**config.mk**
```make
export PLATFORM = sky130hd
export DESIGN_NAME = i2c_reg_seq
export DESIGN_NICKNAME = d
export VERILOG_FILES = /design/src/rtl/i2c_seq_pkg.sv /design/src/rtl/i2c_seq_step.sv /design/src/rtl/i2c_seq_result.sv /design/src/rtl/i2c_reg_seq.sv
export SDC_FILE = /design/constraint.sdc
export NUM_CORES = 1
export LEC_CHECK = 0
export BUFFER_PORTS_ARGS = -buffer_cell sky130_fd_sc_hd__buf_2
export CAP_MARGIN = 20
export CORE_UTILIZATION = 55
export CTS_CLUSTER_DIAMETER = 60
export DETAILED_ROUTE_END_ITERATION = 16
export PLACE_DENSITY = 0.84
export REMOVE_ABC_BUFFERS = 1
export SLEW_MARGIN = 20
export SYNTH_ARGS = -nofsm -noshare
export SYNTH_HDL_FRONTEND = slang
export SYNTH_HIERARCHICAL = 1
export SYNTH_SLANG_ARGS = --single-unit
```
**constraint.sdc**
```tcl
create_clock -name clk -period 5.4 [get_ports clk]
set_input_delay 1.08 -clock clk [delete_from_list [all_inputs] [get_ports clk]]
set_output_delay 1.08 -clock clk [all_outputs]
set_load 0.05 [all_outputs]
```
**src/rtl/i2c_seq_pkg.sv**
```systemverilog
`timescale 1ns/1ps
package i2c_seq_pkg;
   typedef enum logic [2:0] {
      CMD_START   = 3'd0,
      CMD_RESTART = 3'd1,
      CMD_WRITE   = 3'd2,
      CMD_READ    = 3'd3,
      CMD_STOP    = 3'd4
   } cmd_e;

   typedef enum logic [1:0] {
      ST_IDLE,
      ST_ISSUE,
      ST_WAIT,
      ST_FIN
   } seq_state_e;

   localparam int unsigned STEP_W = 3;
endpackage

```
**src/rtl/i2c_seq_step.sv**
```systemverilog
`timescale 1ns/1ps
module i2c_seq_step
   import i2c_seq_pkg::*;
#(
   parameter int unsigned DEV_ADDR_W = 7,
   parameter int unsigned DATA_W     = 8
) (
   input  logic [STEP_W-1:0]     step,
   input  logic                  is_read,
   input  logic [DEV_ADDR_W-1:0] dev,
   input  logic [DATA_W-1:0]     reg_idx,
   input  logic [DATA_W-1:0]     wdata,
   output cmd_e                  cmd,
   output logic [DATA_W-1:0]     tx,
   output logic [STEP_W-1:0]     stop_step
);
   localparam logic [STEP_W-1:0] WR_STOP = STEP_W'(4);
   localparam logic [STEP_W-1:0] RD_STOP = STEP_W'(6);

   assign stop_step = is_read ? RD_STOP : WR_STOP;

   always_comb begin
      cmd = CMD_STOP;
      tx  = '0;
      case (step)
         STEP_W'(0): cmd = CMD_START;
         STEP_W'(1): begin
            cmd = CMD_WRITE;
            tx  = {dev, 1'b0};
         end
         STEP_W'(2): begin
            cmd = CMD_WRITE;
            tx  = reg_idx;
         end
         STEP_W'(3): begin
            if (is_read) begin
               cmd = CMD_RESTART;
            end else begin
               cmd = CMD_WRITE;
               tx  = wdata;
            end
         end
         STEP_W'(4): begin
            if (is_read) begin
               cmd = CMD_WRITE;
               tx  = {dev, 1'b1};
            end
         end
         STEP_W'(5): cmd = is_read ? CMD_READ : CMD_STOP;
         default:    cmd = CMD_STOP;
      endcase
   end
endmodule

```
**src/rtl/i2c_seq_result.sv**
```systemverilog
`timescale 1ns/1ps
module i2c_seq_result #(
   parameter int unsigned DATA_W        = 8,
   parameter bit          CLEAR_ON_FAIL = 1'b1
) (
   input  logic              clk,
   input  logic              rst_n,
   input  logic              clear,
   input  logic              cap_en,
   input  logic [DATA_W-1:0] cap_byte,
   input  logic              fail_set,
   output logic [DATA_W-1:0] rd_data,
   output logic              fail
);
   logic [DATA_W-1:0] rd_q;
   logic              fail_q;

   always_ff @(posedge clk or negedge rst_n) begin
      if (!rst_n) begin
         rd_q   <= '0;
         fail_q <= 1'b0;
      end else if (clear) begin
         rd_q   <= '0;
         fail_q <= 1'b0;
      end else begin
         if (cap_en)   rd_q   <= cap_byte;
         if (fail_set) fail_q <= 1'b1;
      end
   end

   assign fail = fail_q;

   generate
      if (CLEAR_ON_FAIL) begin : g_mask
         assign rd_data = fail_q ? '0 : rd_q;
      end else begin : g_raw
         assign rd_data = rd_q;
      end
   endgenerate
endmodule

```
**src/rtl/i2c_reg_seq.sv**
```systemverilog
`timescale 1ns/1ps
module i2c_reg_seq
   import i2c_seq_pkg::*;
#(
   parameter int unsigned DEV_ADDR_W    = 7,
   parameter int unsigned DATA_W        = 8,
   parameter bit          CLEAR_ON_FAIL = 1'b1
) (
   input  logic                  clk,
   input  logic                  rst_n,
   input  logic                  req_valid,
   output logic                  req_ready,
   input  logic                  req_read,
   input  logic [DEV_ADDR_W-1:0] req_dev,
   input  logic [DATA_W-1:0]     req_reg,
   input  logic [DATA_W-1:0]     req_wdata,
   output logic                  eng_cmd_valid,
   output logic [2:0]            eng_cmd,
   output logic [DATA_W-1:0]     eng_tx_byte,
   output logic                  eng_rx_nack,
   input  logic                  eng_done,
   input  logic                  eng_ack,
   input  logic                  eng_fault,
   input  logic [DATA_W-1:0]     eng_rx_byte,
   output logic                  done,
   output logic                  ok,
   output logic [DATA_W-1:0]     rd_data
);
   generate
      if (DEV_ADDR_W + 1 != DATA_W) begin : g_width_bad
         $error("address plus direction bit must fill one data byte");
      end
   endgenerate

   seq_state_e              state;
   logic [STEP_W-1:0]       step;
   logic                    lat_read;
   logic [DEV_ADDR_W-1:0]   lat_dev;
   logic [DATA_W-1:0]       lat_reg;
   logic [DATA_W-1:0]       lat_wdata;
   cmd_e                    cur_cmd;
   logic [STEP_W-1:0]       stop_step;
   logic                    accept, waiting, fin_evt, nak_evt, fail_set, cap_en, fail;

   i2c_seq_step #(.DEV_ADDR_W(DEV_ADDR_W), .DATA_W(DATA_W)) u_step (
      .step      (step),
      .is_read   (lat_read),
      .dev       (lat_dev),
      .reg_idx   (lat_reg),
      .wdata     (lat_wdata),
      .cmd       (cur_cmd),
      .tx        (eng_tx_byte),
      .stop_step (stop_step)
   );

   assign accept   = (state == ST_IDLE) && req_valid;
   assign waiting  = (state == ST_WAIT) && eng_done;
   assign fin_evt  = waiting && (eng_fault || cur_cmd == CMD_STOP);
   assign nak_evt  = waiting && !eng_fault && (cur_cmd == CMD_WRITE) && !eng_ack;
   assign fail_set = (waiting && eng_fault) || nak_evt;
   assign cap_en   = waiting && !eng_fault && (cur_cmd == CMD_READ);

   always_ff @(posedge clk or negedge rst_n) begin
      if (!rst_n) begin
         state     <= ST_IDLE;
         step      <= '0;
         lat_read  <= 1'b0;
         lat_dev   <= '0;
         lat_reg   <= '0;
         lat_wdata <= '0;
      end else begin
         case (state)
            ST_IDLE: if (accept) begin
               lat_read  <= req_read;
               lat_dev   <= req_dev;
               lat_reg   <= req_reg;
               lat_wdata <= req_wdata;
               step      <= '0;
               state     <= ST_ISSUE;
            end
            ST_ISSUE: state <= ST_WAIT;
            ST_WAIT: if (eng_done) begin
               if (fin_evt) begin
                  state <= ST_FIN;
               end else if (nak_evt) begin
                  step  <= stop_step;
                  state <= ST_ISSUE;
               end else begin
                  step  <= step + 1'b1;
                  state <= ST_ISSUE;
               end
            end
            default: state <= ST_IDLE;
         endcase
      end
   end

   i2c_seq_result #(.DATA_W(DATA_W), .CLEAR_ON_FAIL(CLEAR_ON_FAIL)) u_result (
      .clk      (clk),
      .rst_n    (rst_n),
      .clear    (accept),
      .cap_en   (cap_en),
      .cap_byte (eng_rx_byte),
      .fail_set (fail_set),
      .rd_data  (rd_data),
      .fail     (fail)
   );

   assign req_ready     = (state == ST_IDLE);
   assign eng_cmd_valid = (state == ST_ISSUE);
   assign eng_cmd       = cur_cmd;
   assign eng_rx_nack   = 1'b1;
   assign done          = (state == ST_FIN);
   assign ok            = !fail;

   assert_busy_R1: assert property (@(posedge clk) disable iff (!rst_n)
      (req_ready && req_valid) |=> !req_ready);
   assert_first_start_R3: assert property (@(posedge clk) disable iff (!rst_n)
      (req_ready && req_valid) |=> (eng_cmd_valid && eng_cmd == 3'd0));
   assert_cmd_pulse_R5: assert property (@(posedge clk) disable iff (!rst_n)
      eng_cmd_valid |=> !eng_cmd_valid);
   assert_nak_stop_R6: assert property (@(posedge clk) disable iff (!rst_n)
      (state == ST_WAIT && eng_done && !eng_fault && eng_cmd == 3'd2 && !eng_ack)
      |=> (eng_cmd_valid && eng_cmd == 3'd4));
   assert_fault_end_R8: assert property (@(posedge clk) disable iff (!rst_n)
      (state == ST_WAIT && eng_done && eng_fault) |=> (done && !ok && !eng_cmd_valid));
   assert_done_pulse_R9: assert property (@(posedge clk) disable iff (!rst_n)
      done |=> !done);
endmodule

```
# ---- Word level (Yosys, flattened, before mapping)
# Cells that the tools add are included.
dict set report totals {
  ff_bits 38
  inputBits 38
  output_inout_bits 24
  wordCells 67
}
dict set report op_classes {
  add_sub_neg 1
  eq_ne 14
  n_mux 22
  n_reduce_logical 22
}
# cell count
set op_table {}
lappend op_table {{8-bit two-way mux} 5}
lappend op_table {{8-bit one-hot mux with 4 select lines} 1}
lappend op_table {{3-bit two-way mux} 6}
lappend op_table {{3-bit one-hot mux with 5 select lines} 1}
lappend op_table {{3-bit by 2-bit equality test with 1-bit output (second input constant)} 4}
lappend op_table {{2-bit two-way mux} 5}
lappend op_table {{3-bit equality test (second input constant)} 3}
lappend op_table {{1-bit logical AND} 8}
lappend op_table {{2-bit one-hot mux with 3 select lines} 1}
lappend op_table {{3-bit one-hot mux with 2 select lines} 1}
lappend op_table {{2-bit nonzero test} 3}
lappend op_table {{2-bit equality test (second input constant)} 2}
lappend op_table {{2-bit inequality test (second input constant)} 2}
lappend op_table {{2-bit AND reduction} 2}
lappend op_table {{4-bit AND reduction} 1}
lappend op_table {{3-bit by 1-bit adder with 3-bit output (second input constant)} 1}
lappend op_table {{3-bit by 1-bit equality test with 1-bit output (second input constant)} 1}
lappend op_table {{1-bit logical NOT} 3}
lappend op_table {{3-bit logical NOT} 1}
lappend op_table {{2-bit by 1-bit equality test with 1-bit output (second input constant)} 1}
lappend op_table {{2-bit logical NOT} 1}
lappend op_table {{1-bit logical OR} 2}
lappend op_table {{1-bit two-way mux} 2}
lappend op_table {{2-bit by 1-bit inequality test with 1-bit output (second input constant)} 1}
lappend op_table {{2-bit OR reduction} 1}

# ---- Logic depth before layout (Yosys ltp)
dict set report depth {
  ltp_word 10
  ltp_mapped 10
  mapped_depth_nobuf 8
}

# ---- Hierarchy
# Netlist, hierarchy kept.
# mod n_inst cells_per_inst area_per_inst_um2 seq_area_each_um2
set modules_own_cells {}
lappend modules_own_cells {i2c_reg_seq 1 140 1262.5 725.7}
lappend modules_own_cells {i2c_seq_result 1 37 409.1 225.2}
lappend modules_own_cells {i2c_seq_step 1 57 395.4 0.0}

# ---- Least setup slack after synthesis
# OpenSTA, ideal clock, no wires.
dict set report synth_path {
  kind {reg-to-output}
  startpoint {reg step[1]}
  endpoint {out eng_tx_byte[0]}
  t_arrival_ns 1.639
  path_slack_ns 2.681
  stages_incl_launch_ff 6
  n_path_buf 2
  path_cell_list {dfrtp_1 buf_4 buf_2 and3b_1 a21oi_1 o21ai_1}
}
dict set report synth_between {
  elab_chain_cells 2
}
# item line
set synth_lines {}
lappend synth_lines {{start, declared} i2c_reg_seq.sv:36} ;# logic [STEP_W-1:0] step;
lappend synth_lines {{start signal, assigned} i2c_reg_seq.sv:86} ;# step <= stop_step;
lappend synth_lines {{start signal, assigned} i2c_reg_seq.sv:89} ;# step <= step + 1'b1;
lappend synth_lines {{3-bit equality test, or another cell as far along} i2c_seq_step.sv:25} ;# case (step)
lappend synth_lines {{8-bit one-hot mux with 4 select lines *} i2c_seq_step.sv:25}
lappend synth_lines {{end, declared} i2c_reg_seq.sv:19} ;# output logic [DATA_W-1:0] eng_tx_byte,
# Mark *: on every way between the ends. The rest lies on a longest branch, timed or not.

# ---- Worst setup path after layout
dict set report layout_path {
  startpoint {reg step[2]}
  endpoint {out eng_tx_byte[7]}
}
# Same word-level chain as after synthesis.

==> out/results.txt <==
Power spread over the standard cell area amounts to 502.3 nW/um^2. The die is 63.31 um wide. The detail route stage leaves a number of antenna-violating nets equal to 0.

The number of global-route vias before repair is 1507. The run gives 314 as the count of filler cells inserted in the layout. Count of final hold-check violations: 0.

After detailed routing, the total wire length is 4009 um. The area growth from synthesis to layout is 16.77%. For this run the aggregate overflow at the end of global routing stands at 0. The actual transition at the worst max-transition pin was 817.0 ps.

Yosys attributes the largest share of cell area to dfrtp_1, nand2_1, mux2i_1. From bottom edge to top edge, the die measures 63.31 um. For the number of setup violations in the final report, the log shows 0.

For the count of clock tree sinks, the log shows 38. TritonCTS built the clock tree. Of the total power, the share spent switching nets is 45.48%.

The critical path class is flip-flop to primary output. In this run the worst hold path is classified as flip-flop to flip-flop. The worst register-to-register path begins at step[1]$_DFFE_PN0P_.

The termination of the worst setup path was eng_tx_byte[7]. The run finished with clean final reports. Data on the critical path is required at its endpoint by 4320 ps.

The most critical setup path has its startpoint at step[2]$_DFFE_PN0P_. After clock tree synthesis, the repair step resized 0 gates. Clock latency on the worst-skew pair, taken at its later pin, is 290 ps. In this run, synthesis inferred 0 flip-flops with an integrated enable.

dfrtp_1 takes more of the synthesized area than any other cell. Setup repair after global routing left no endpoint under its margin. The number of buffers inserted by post-CTS setup repair is 0, and the total core area is 3468 um^2. For the post-synthesis cell type count, the log shows 43. In this run, CTS created clock tree buffers numbering 5. The data arrival time of the critical path came out at 1950 ps.

The cell count of the worst reg-to-reg path came out at 6. Detailed placement finished with a half-perimeter wire length of 2797 um. Dividing the final minimum period by the clock period gives 56.06%. Traced cell by cell, the critical path runs through nand2_1 -> nor3_2 -> a221o_1 -> buf_2.

The number of antenna repair diodes was 0. The commonest cells after synthesis are nand2_1, dfrtp_1, nor2_1. In this design, the stage delay of the slowest critical-path cell is 600 ps. After detailed routing, the number of vias per cell comes to 5.168. The Yosys warning count was 6. The tools report the kind of start point of the critical path as a flip-flop.

The slowest library cell on the worst path was dfrtp_1. The fraction of final layout cells with drive strength greater than 1 was 27.18%; the number of nets in the final layout was 325. Post-synthesis cell area: 2067 um^2. The relative slew slack is 45.54%. After synthesis, the mean cell area works out to 8.833 um^2. The maximum clock rate is 330.3 MHz, and the switching power summed over all nets is 551.3 uW. Share of total power in the clock network: 16.4%. Clock-pin slew was measured on the worst setup and hold paths at 70 ps. The internal power summed over all cells came out at 661.0 uW. For the finished layout, the period the worst path requires is 3027 ps.

In this run, synthesis produced a sequential element count of 38. The most common cell in the synthesized netlist was nand2_1. Count of boundary I/O pins: 62.

Clock tree synthesis selected as its root buffer the cell clkbuf_8. For this run, the leading register cell type out of synthesis is dfrtp_1. The first global-routing pass estimated 6713 um of wire.

The clock arrives with 2.923 ps of skew. Across every metal layer, demand over resource in global routing totals 21.84%. The longest clock path from root to sink contains 2 buffers.

The number of buffers added to fix hold violations after cts is 0, and the initial core utilization is 59.60%. Max-cap violations in this run came to 0. The vias after detailed routing is 1721. The number of pins with negative max-slew slack in the final report is 0, and the count of input and output buffers is 60.

The area of all placed cells without fillers came out at 2414 um^2. Sequential elements use 46.00% of the synthesized area. In this run the number of H-tree levels came out at 2. The logs give 0.8278 for the routability congestion estimate and 51 for the initial detailed-routing violation count. In the final routed layout, each cell accounts on average for 12.04 um. The initial antenna violation count came out at 0. After detailed placement, the total cell area comes to 2322 um^2. Synthesis produced 234 cells.

The tools report the flop-to-flop setup slack as 3080 ps. The category of the worst setup path capture point was a primary output. Across the VDD grid, the largest voltage drop is 0.2747 mV. The first detailed-routing pass took 4 iterations.

The logs give 0 for the residual DRC count and 4008 um^2 for the full die area. Of all flip-flops after synthesis, the portion carrying an async set or reset was 100.0%. Along the worst path, the maximum fanout reaches 14. The pin count of the biggest net entering global routing came out at 39. In this run the static leakage power is 0.001298 uW. The tools report the part of the power in combinational logic as 42.6%.

The end of the worst register-to-register path is step[0]$_DFFE_PN0P_. In this run the core area contains 21 standard-cell rows. Registers are responsible for 41.0% of the overall power. Of the post-synthesis cell area, the dominant cell type holds 46.00%. The summed negative setup slack over all endpoints is 0 ps.
==> critical path, delay by kind of cell (launching register included) <==
family          cells  cell delay (ps)
simple gates        2              560
flops               1              600
buf+inv             1              260
compound gates      1              230
==> final cells by class <==
class                           count  area [um^2]  area share [%]
Multi-Input combinational cell    176        994.7           41.21
Sequential cell                    38        950.9           39.40
Timing Repair Buffer               60        300.3           12.44
Clock buffer                        7        86.33           3.577
Tap cell                           46        57.56           2.385
Inverter                            5        18.77          0.7776
Clock inverter                      1        5.005          0.2074
==> logic make-up (layout without fill, tap and decap cells) <==
| logic type | Yosys count | count (layout) | share of synthesized area [%] |
|---|---|---|---|
| buf+inv | 20 | 73 | 5.872 |
| simple gates | 133 | 133 | 32.51 |
| xor+xnor | 1 | 1 | 0.4238 |
| compound gates | 29 | 29 | 9.686 |
| other cells | 3 | 3 | 0.5448 |
| fa+ha+maj | 1 | 1 | 0.6052 |
| flops | 38 | 38 | 46.00 |
| mux | 9 | 9 | 4.359 |
==> worst min path at each step <==
| stage | startpoint | end | depth (start not counted) |
|---|---|---|---|
| after floorplan | lat_wdata[0]$_DFFE_PN0P_ | lat_wdata[0]$_DFFE_PN0P_ | 2 |
| after global placement | lat_wdata[2]$_DFFE_PN0P_ | lat_wdata[2]$_DFFE_PN0P_ | 2 |
| after detailed placement | lat_reg[1]$_DFFE_PN0P_ | lat_reg[1]$_DFFE_PN0P_ | 2 |
| after CTS | lat_wdata[0]$_DFFE_PN0P_ | lat_wdata[0]$_DFFE_PN0P_ | 2 |
| after global routing | lat_wdata[2]$_DFFE_PN0P_ | lat_wdata[2]$_DFFE_PN0P_ | 2 |
| final | lat_reg[4]$_DFFE_PN0P_ | lat_reg[4]$_DFFE_PN0P_ | 2 |
==> per-stage QoR <==
| step | hold WS [ps] | power, uW | setup slack (ps) | utilization, % | std cells |
|---|---|---|---|---|---|
| floorplan | 445.5 | 882.7 | 2674 | - | 219 |
| global placement | 463.0 | 1005 | 2749 | 66.96 | 325 |
| detailed placement | 466.8 | 1018 | 2711 | 66.96 | 325 |
| CTS | 485.0 | 1222 | 2367 | 69.59 | 333 |
| global route | 508.7 | 1299 | 2238 | 69.59 | 333 |
| finish | 482.6 | 1212 | 2373 | 69.59 | 333 |
==> placed cells by master (no fill, tap or decap), drive strengths merged, types with 2 or more instances in the layout <==
| master | netlist | routed |
|---|---|---|
| dfrtp | 38 | 38 |
| buf | 13 | 60 |
| nand2b | 6 | 6 |
| nand3b | 10 | 10 |
| nor2b | 9 | 9 |
| clkbuf | 2 | 7 |
| nor2 | 15 | 15 |
| conb | 3 | 3 |
| and4bb | 2 | 2 |
| mux2i | 9 | 9 |
| nand2 | 78 | 78 |
| nor3 | 2 | 2 |
| nor4b | 2 | 2 |
| o21ai | 6 | 6 |
| inv | 5 | 5 |
| and3 | 2 | 2 |
| a21oi | 10 | 10 |
| a221o | 6 | 6 |
==> power groups by stage <==
stage                     registers [uW]  logic [uW]  clock network, uW
final                                497         516                199
after global routing                 513         571                215
after CTS                            496         521                205
after detailed placement             500         518                  0
after global placement               498         507                  0
after floorplan                      470         413                  0
==> routing by layer <==
layer	global-route usage [%]	part of all wire, %	routed length (um)
met1	30.04	47	1887
met2	32.93	45	1788
met3	4.167	6.3	254
met4	11.08	2.0	79
met5	0	0	0
No activity file was read; power rests on OpenSTA's default activity.
